<file path="config.mk">
export PLATFORM = sky130hd
export DESIGN_NAME = tick_timer
export DESIGN_NICKNAME = d
export VERILOG_FILES = /design/src/rtl/tick_pkg.sv /design/src/rtl/tick_ctrl.sv /design/src/rtl/tick_datapath.sv /design/src/rtl/tick_timer.sv
export SDC_FILE = /design/constraint.sdc
export NUM_CORES = 1
export LEC_CHECK = 0
export ABC_CLOCK_PERIOD_IN_PS = 2200
export BUFFER_PORTS_ARGS = -buffer_cell sky130_fd_sc_hd__buf_4
export CORE_ASPECT_RATIO = 0.5
export CORE_MARGIN = 5
export CORE_UTILIZATION = 45
export CTS_BUF_LIST = sky130_fd_sc_hd__clkbuf_8
export CTS_CLUSTER_DIAMETER = 100
export DETAILED_ROUTE_END_ITERATION = 8
export PLACE_DENSITY = 0.68
export SLEW_MARGIN = 5
export SYNTH_ARGS = -nofsm -noshare
export SYNTH_HDL_FRONTEND = slang
export SYNTH_SLANG_ARGS = --single-unit
</file>
<file path="constraint.sdc">
create_clock -name clk -period 2.2 [get_ports clk]
set_input_delay 0.11 -clock clk [delete_from_list [all_inputs] [get_ports clk]]
set_output_delay 0.11 -clock clk [all_outputs]
set_load 0.02 [all_outputs]
</file>
<file path="src/rtl/tick_pkg.sv">
package tick_pkg;
  // Register byte offsets on the register port
  localparam logic [3:0] OFS_CTRL   = 4'h0;
  localparam logic [3:0] OFS_RELOAD = 4'h4;
  localparam logic [3:0] OFS_CUR    = 4'h8;

  // Control bit positions
  localparam int BIT_EN    = 0;
  localparam int BIT_INTEN = 1;
  localparam int BIT_SRC   = 2;
  localparam int BIT_FLAG  = 16;

  // Strobes from control to datapath
  typedef struct packed {
    logic tickNow;    // a counting tick on this edge
    logic clrCount;   // write to the current-count word
    logic flagRdClr;  // read of the control/status word
    logic intEn;      // interrupt enable
  } tickStrobes_t;
endpackage

</file>
<file path="src/rtl/tick_ctrl.sv">
module tick_ctrl
  import tick_pkg::*;
#(
  parameter int CNT_W  = 24,
  parameter int DATA_W = 32,
  parameter int ADDR_W = 4
) (
  input  logic              clk,
  input  logic              rstN,
  input  logic              refTick,
  input  logic [ADDR_W-1:0] regAddr,
  input  logic              regWrEn,
  input  logic [CNT_W-1:0]  regWrData,
  input  logic              regRdEn,
  input  logic [CNT_W-1:0]  count,
  input  logic              flag,
  output tickStrobes_t      strb,
  output logic [CNT_W-1:0]  reloadVal,
  output logic [DATA_W-1:0] regRdData
);
  localparam int PAD_W = DATA_W - CNT_W;

  logic enBit, intEnBit, srcBit;
  logic selCtrl, selReload, selCur;

  assign selCtrl   = (regAddr == ADDR_W'(OFS_CTRL));
  assign selReload = (regAddr == ADDR_W'(OFS_RELOAD));
  assign selCur    = (regAddr == ADDR_W'(OFS_CUR));

  always_ff @(posedge clk) begin
    if (!rstN) begin
      enBit     <= 1'b0;
      intEnBit  <= 1'b0;
      srcBit    <= 1'b0;
      reloadVal <= '0;
    end else if (regWrEn) begin
      if (selCtrl) begin
        enBit    <= regWrData[BIT_EN];
        intEnBit <= regWrData[BIT_INTEN];
        srcBit   <= regWrData[BIT_SRC];
      end
      if (selReload) reloadVal <= regWrData;
    end
  end

  always_comb begin
    strb.tickNow   = enBit && (srcBit || refTick);
    strb.clrCount  = regWrEn && selCur;
    strb.flagRdClr = regRdEn && selCtrl;
    strb.intEn     = intEnBit;
  end

  always_comb begin
    regRdData = '0;
    if (selCtrl) begin
      regRdData[BIT_EN]    = enBit;
      regRdData[BIT_INTEN] = intEnBit;
      regRdData[BIT_SRC]   = srcBit;
      regRdData[BIT_FLAG]  = flag;
    end else if (selReload) begin
      regRdData = {{PAD_W{1'b0}}, reloadVal};
    end else if (selCur) begin
      regRdData = {{PAD_W{1'b0}}, count};
    end
  end


  ref_gate_chk: assert property (@(posedge clk) disable iff (!rstN)
    (!srcBit && !refTick) |-> !strb.tickNow);


  rd_pad_chk: assert property (@(posedge clk) disable iff (!rstN)
    (selReload || selCur) |-> (regRdData[DATA_W-1:CNT_W] == '0));
endmodule

</file>
<file path="src/rtl/tick_datapath.sv">
module tick_datapath
  import tick_pkg::*;
#(
  parameter int CNT_W = 24
) (
  input  logic             clk,
  input  logic             rstN,
  input  tickStrobes_t     strb,
  input  logic [CNT_W-1:0] reloadVal,
  output logic [CNT_W-1:0] count,
  output logic             flag,
  output logic             irq
);
  localparam logic [CNT_W-1:0] ONE = CNT_W'(1);

  logic hitZero;
  assign hitZero = strb.tickNow && (count == ONE);

  always_ff @(posedge clk) begin
    if (!rstN) begin
      count <= '0;
      flag  <= 1'b0;
      irq   <= 1'b0;
    end else if (strb.clrCount) begin
      count <= '0;
      flag  <= 1'b0;
      irq   <= 1'b0;
    end else begin
      if (strb.tickNow) count <= (count == '0) ? reloadVal : count - ONE;
      flag <= hitZero || (flag && !strb.flagRdClr);
      irq  <= hitZero && strb.intEn;
    end
  end


  hold_chk: assert property (@(posedge clk) disable iff (!rstN)
    (!strb.tickNow && !strb.clrCount) |=> $stable(count));


  reload_chk: assert property (@(posedge clk) disable iff (!rstN)
    (strb.tickNow && !strb.clrCount && count == '0) |=> (count == $past(reloadVal)));


  irq_single_pulse_chk: assert property (@(posedge clk) disable iff (!rstN)
    irq |=> !irq);


  irq_with_flag_chk: assert property (@(posedge clk) disable iff (!rstN)
    irq |-> (flag && count == '0));


  wr_clear_chk: assert property (@(posedge clk) disable iff (!rstN)
    strb.clrCount |=> (count == '0 && !flag));


  rd_clear_chk: assert property (@(posedge clk) disable iff (!rstN)
    (strb.flagRdClr && !strb.tickNow && !strb.clrCount) |=> !flag);
endmodule

</file>
<file path="src/rtl/tick_timer.sv">
module tick_timer
  import tick_pkg::*;
#(
  parameter int CNT_W  = 24,
  parameter int DATA_W = 32,
  parameter int ADDR_W = 4
) (
  input  logic              clk,
  input  logic              rstN,
  input  logic              refTick,
  input  logic [ADDR_W-1:0] regAddr,
  input  logic              regWrEn,
  input  logic [CNT_W-1:0]  regWrData,
  input  logic              regRdEn,
  output logic [DATA_W-1:0] regRdData,
  output logic              irq
);
  tickStrobes_t     strb;
  logic [CNT_W-1:0] reloadVal;
  logic [CNT_W-1:0] count;
  logic             flag;

  tick_ctrl #(.CNT_W(CNT_W), .DATA_W(DATA_W), .ADDR_W(ADDR_W)) i_ctrl (
    .clk(clk), .rstN(rstN), .refTick(refTick), .regAddr(regAddr),
    .regWrEn(regWrEn), .regWrData(regWrData), .regRdEn(regRdEn),
    .count(count), .flag(flag), .strb(strb), .reloadVal(reloadVal),
    .regRdData(regRdData)
  );

  tick_datapath #(.CNT_W(CNT_W)) i_dp (
    .clk(clk), .rstN(rstN), .strb(strb), .reloadVal(reloadVal),
    .count(count), .flag(flag), .irq(irq)
  );
endmodule

</file>
After elaboration in Yosys (flattened, before gate mapping)
Index checks and enable logic that the tools add are counted.

word-level totals
  register bits after elaboration = 53
  bits of input ports = 33
  word-level logic and storage cells = 33

cells by class
  $add $sub $neg = 1
  equality and inequality tests = 3
  multiplexer cells = 7
  bitwise gates (word level) = 1
  reduce and logical (&&, ||, !) cells = 14

operator list
  kind                                                   count
  2-to-1 mux 24 bit                                      3
  equality test 24 x 1 -> 1 bit (second input constant)  1
  zero test 24 bit                                       1
  subtractor 24 x 1 -> 24 bit (second input constant)    1
  2-to-1 mux 13 bit                                      1
  2-to-1 mux 7 bit                                       1
  logical AND 1 bit                                      6
  equality test 4 x 3 -> 1 bit (second input constant)   1
  equality test 4 bit (second input constant)            1
  zero test 4 bit                                        1
  AND reduction 2 bit                                    2
  2-to-1 mux 3 bit                                       1
  logical OR 1 bit                                       2
  OR reduction 2 bit                                     1
  zero test 1 bit                                        1
  2-to-1 mux 1 bit                                       1
  inverter 1 bit                                         1

Depth between registers and ports, before layout
  depth after elaboration = 5
  depth in mapped cells = 8

Hierarchy
A second synthesis with hierarchy kept.

unflattened totals
  cells, all modules = 383
  area, all modules = 3165.5 µm²

by module, submodules not included
  module         instances  cells an instance  area an instance (µm²)
  tick_datapath  1          209                1682.9
  tick_ctrl      1          174                1482.7

Worst setup path after synthesis
OpenSTA, ideal clock, no wires.

  kind = reg2reg
  start = register i_dp.count[0]
  end = register i_dp.count[18]
  arrival = 2.000 ns
  required time = 2.125 ns
  path slack = 0.125 ns
  stages on the path, launching flop included = 8
  path buffers = 0
  cell sequence = dfxtp_1 inv_1 ha_1 nor3b_1 nand3_2 or3_1 or4_1 a31oi_1

between the ends
  longest elaborated chain between the ends = 2
  elaborated cells between the ends (all ways) = 3
  those cells by class = add/sub: 1; mux: 1; reduce/logical: 1

RTL lines
  element                                                          RTL line             text
  from (decl)                                                      tick_datapath.sv:10  output logic [CNT_W-1:0] count,
  from (signal assigned)                                           tick_datapath.sv:29  if (strb.tickNow) count <= (count == '0) ? reloadVal : count - ONE;
  subtractor 24 x 1 -> 24 bit or zero test 24 bit (tied branches)  tick_datapath.sv:29
  2-to-1 mux 24 bit (*)                                            tick_datapath.sv:29

Mark *: on every way between the ends. The rest lies on a longest branch, timed or not.
A chain may end at the register's enable or synchronous reset.

Final worst setup path
  start = register i_dp.count[1]
  end = register i_dp.count[18]

The elaborated chain is that of the path after synthesis.

==> metrics.yaml <==
outcome:
  status: "complete, no violations"
power:
  p_sw_mw: 0.502
  max-vdd-ir-drop_uv: 268
  powerDensity_nw_per_um2: 472
  p_seq_frac: 0.543
  combinationalPowerShare: 0.151
  swShare: 0.279
  power.leakage_nw: 1.54
  p_int_mw: 1.30
  clkPwrFrac: 0.306
global_route:
  grt_max_degree: 28
  grt_overflow: 0
  grt_pass1_wl_um: 14700
  antenna_found_initial: 0
  grt_pass1_vias: 2890
  track_usage: 0.208
die:
  fp.dieH_um: 68.2
  core_um2: 6650
  io_pins: 66
  die_area_um2: 8630
  rows: 21
  initial_core_util: 0.459
  chipWidth_um: 126
synthesis:
  synthMuxAreaShare: 0.0164
  netlist_area_um2: 3050
  yosysSeqAreaShare: 0.348
  synth-seq-cells: 53
  synth.area.top_cells: "dfxtp_1, nand2_1, a21oi_1, nor2_1, a22oi_1"
  avgSynthCellArea_um2: 7.34
  yosysUniqueCellTypes: 52
  synth_most_common_cell: "nand2_1"
  synth_largest_area_cell: "dfxtp_1"
  synth-simple-area-share: 0.310
  synth_compound_area_frac: 0.241
  yosys.area.top_type_share: 0.348
  synth_edf_count: 0
  synth_fa_ha_area_frac: 0.0123
  synth_xor_area_frac: 0
  yosys_warnings: 0
  async_flop_share: 0
  synth_top_family_by_area: "simple AND/OR/NAND/NOR gates"
  syn_inst: 416
  synth_common_cells: "nand2_1, dfxtp_1, nor2_1"
  synthFlopType: "dfxtp_1"
setup_path:
  worstPathMaxFanout: 5
  setup.worst_path.start_class: "register"
  arrival_ns: 2.35
  worst_path_max_delay_cell: "or4_1"
  path_cells: "inv_1, ha_1, nor3b_4, nand3_2, or3_1, or4_1, a31oi_1"
  crit_type: "register to register"
  cp_top_family: "simple AND/OR/NAND/NOR gates"
  worstPathRequired_ns: 2.43
  critPathMaxStageDelay_ns: 0.41
  end_kind: "register"
  cp_num_buf_inv: 1
clocking:
  cts_tree: "done"
  clockBufferDepth: 2
  clkSinkCount: 53
  path_clk_slew_ns: 0.10
  cts_root_buffer: "clkbuf_8"
  holdBufCountCts: 0
  cts_buffers: 5
  clock_latency_ns: 0.31
  cts-htree-levels: 2
detailed_routing:
  totalWireLength_um: 8970
  wl_per_cell_um: 15.6
  drcViolationCount: 0
  first_pass_iters: 5
  avgViaCountPerCell: 5.62
  drt_iter0_markers: 268
  vias: 3245
  drtAntennaViolNets: 0
sta:
  fmax_mhz: 472
  timing.final.ws_setup_ns: 0.0801
  setup_tns_ns: 0
  min_period_ns: 2.12
  maxSlewHeadroom: 0.573
  hold_viol: 0
  fin_skew_ns: 0.0119
  setup_viol_count_final: 0
  rsz0062_at_grt: "false"
  period_share: 0.964
  whs_ns: 0.0358
  tightest_slew_ns: 0.640
  drv_slew: 0
placement:
  post-place-ws_ns: 0.0597
  gp_congestion: 0.879
  port_buffers: 57
  dp.cells: 566
  hpwl_um: 6470
finish:
  n_antenna_cell: 0
  nFillCells: 641
  area_delta_synth_final_pct: 24.7
  final-instance-count-excl-fill: 577
  drive_above_1_share: 0.227
  final_nets: 520
job:
  drv_cap: 0
worst_hold_path:
  min_path_type: "input pin to register"
-- worst register-to-register path: stages (launching register included) --
cell,delay (ns)
dfxtp_1,0.36
inv_1,0.11
ha_1,0.23
nor3b_4,0.24
nand3_2,0.15
or3_1,0.40
or4_1,0.41
a31oi_1,0.13
-- kinds of logic (layout without fill, tap and decap cells) --
family	after synthesis	count (layout)
multiplexers	5	5
other	1	8
adder cells (fa/ha/maj)	3	3
buffers and inverters	46	108
AND/OR/NAND/NOR	196	196
flip-flops	53	53
AO/OA/AOI/OAI	112	112
-- through the flow --
step / area, µm² / total power, mW / utilization
after global placement: 3680 / 1.25 / 0.554
after floorplan: 3080 / 1.15 / -
after detailed placement: 3680 / 1.26 / 0.554
after global routing: 3810 / 1.87 / 0.573
after CTS: 3770 / 1.79 / 0.567
final: 3810 / 1.80 / 0.573
-- flip-flops by register name (all words and copies together) (netlist names) --
register	count
i_ctrl.intEnBit	1
i_ctrl.reloadVal	24
i_dp.count	24
i_dp.irq	1
i_ctrl.srcBit	1
i_ctrl.enBit	1
i_dp.flag	1
-- power groups by stage --
stage	registers, mW	clock network, mW	logic [mW]
2_1_floorplan	0.996	0	0.159
3_3_place_gp	0.998	0	0.255
3_5_place_dp	0.998	0	0.257
4_1_cts	0.975	0.553	0.258
5_1_grt	0.977	0.595	0.295
6_report	0.976	0.551	0.271
-- layout by cell type, fill, tap and decap left out, types with 6 or more instances in the layout --
cell type and count:
a22oi_1 20, o21ai_0 12, nor3_1 16, nand2_1 78, a21oi_1 40, inv_1 11, nor2_1 41, buf_4 90
conb_1 8, nor4_1 6, dfxtp_1 53, nand3_1 16, nand4_1 6
-- layout make-up --
type	count	area (µm²)	share of cell area
Inverter	10	37.5	0.00986
Clock buffer	5	68.8	0.0181
Clock inverter	3	13.8	0.00362
Timing Repair Buffer	90	676	0.178
Sequential cell	53	1060	0.279
Multi-Input combinational cell	324	1830	0.482
Tap cell	92	115	0.0302
-- timing repair --
| action | 4_1_cts | 5_1_grt |
|---|---|---|
| gates resized for setup | 1 | 2 |
| pin swaps | 0 | 3 |
| buffers inserted | 0 | 3 |
| setup endpoints to repair | 1 | 18 |
-- worst paths after layout --
kind                      start              endpoint  slack (ns)  depth (start not counted)
setup / recovery  i_dp.count[1]        i_dp.count[18]        0.08                          7
hold / removal    regWrData[18]  i_ctrl.reloadVal[18]        0.04                          3
setup reg to reg  i_dp.count[1]        i_dp.count[18]        0.08                          7
hold reg to reg       i_dp.flag             i_dp.flag        0.47                          2
-- metal layers --
| layer | share of wire | global-route usage | up-vias |
|---|---|---|---|
| li1 | - | - | 1608 |
| met1 | 0.52 | 0.322 | 1502 |
| met2 | 0.41 | 0.308 | 130 |
| met3 | 0.070 | 0.0320 | 5 |
| met4 | 0.0029 | 0.0294 | 0 |
| met5 | 0 | 0 | - |
Power figures use the tool's default switching activity.
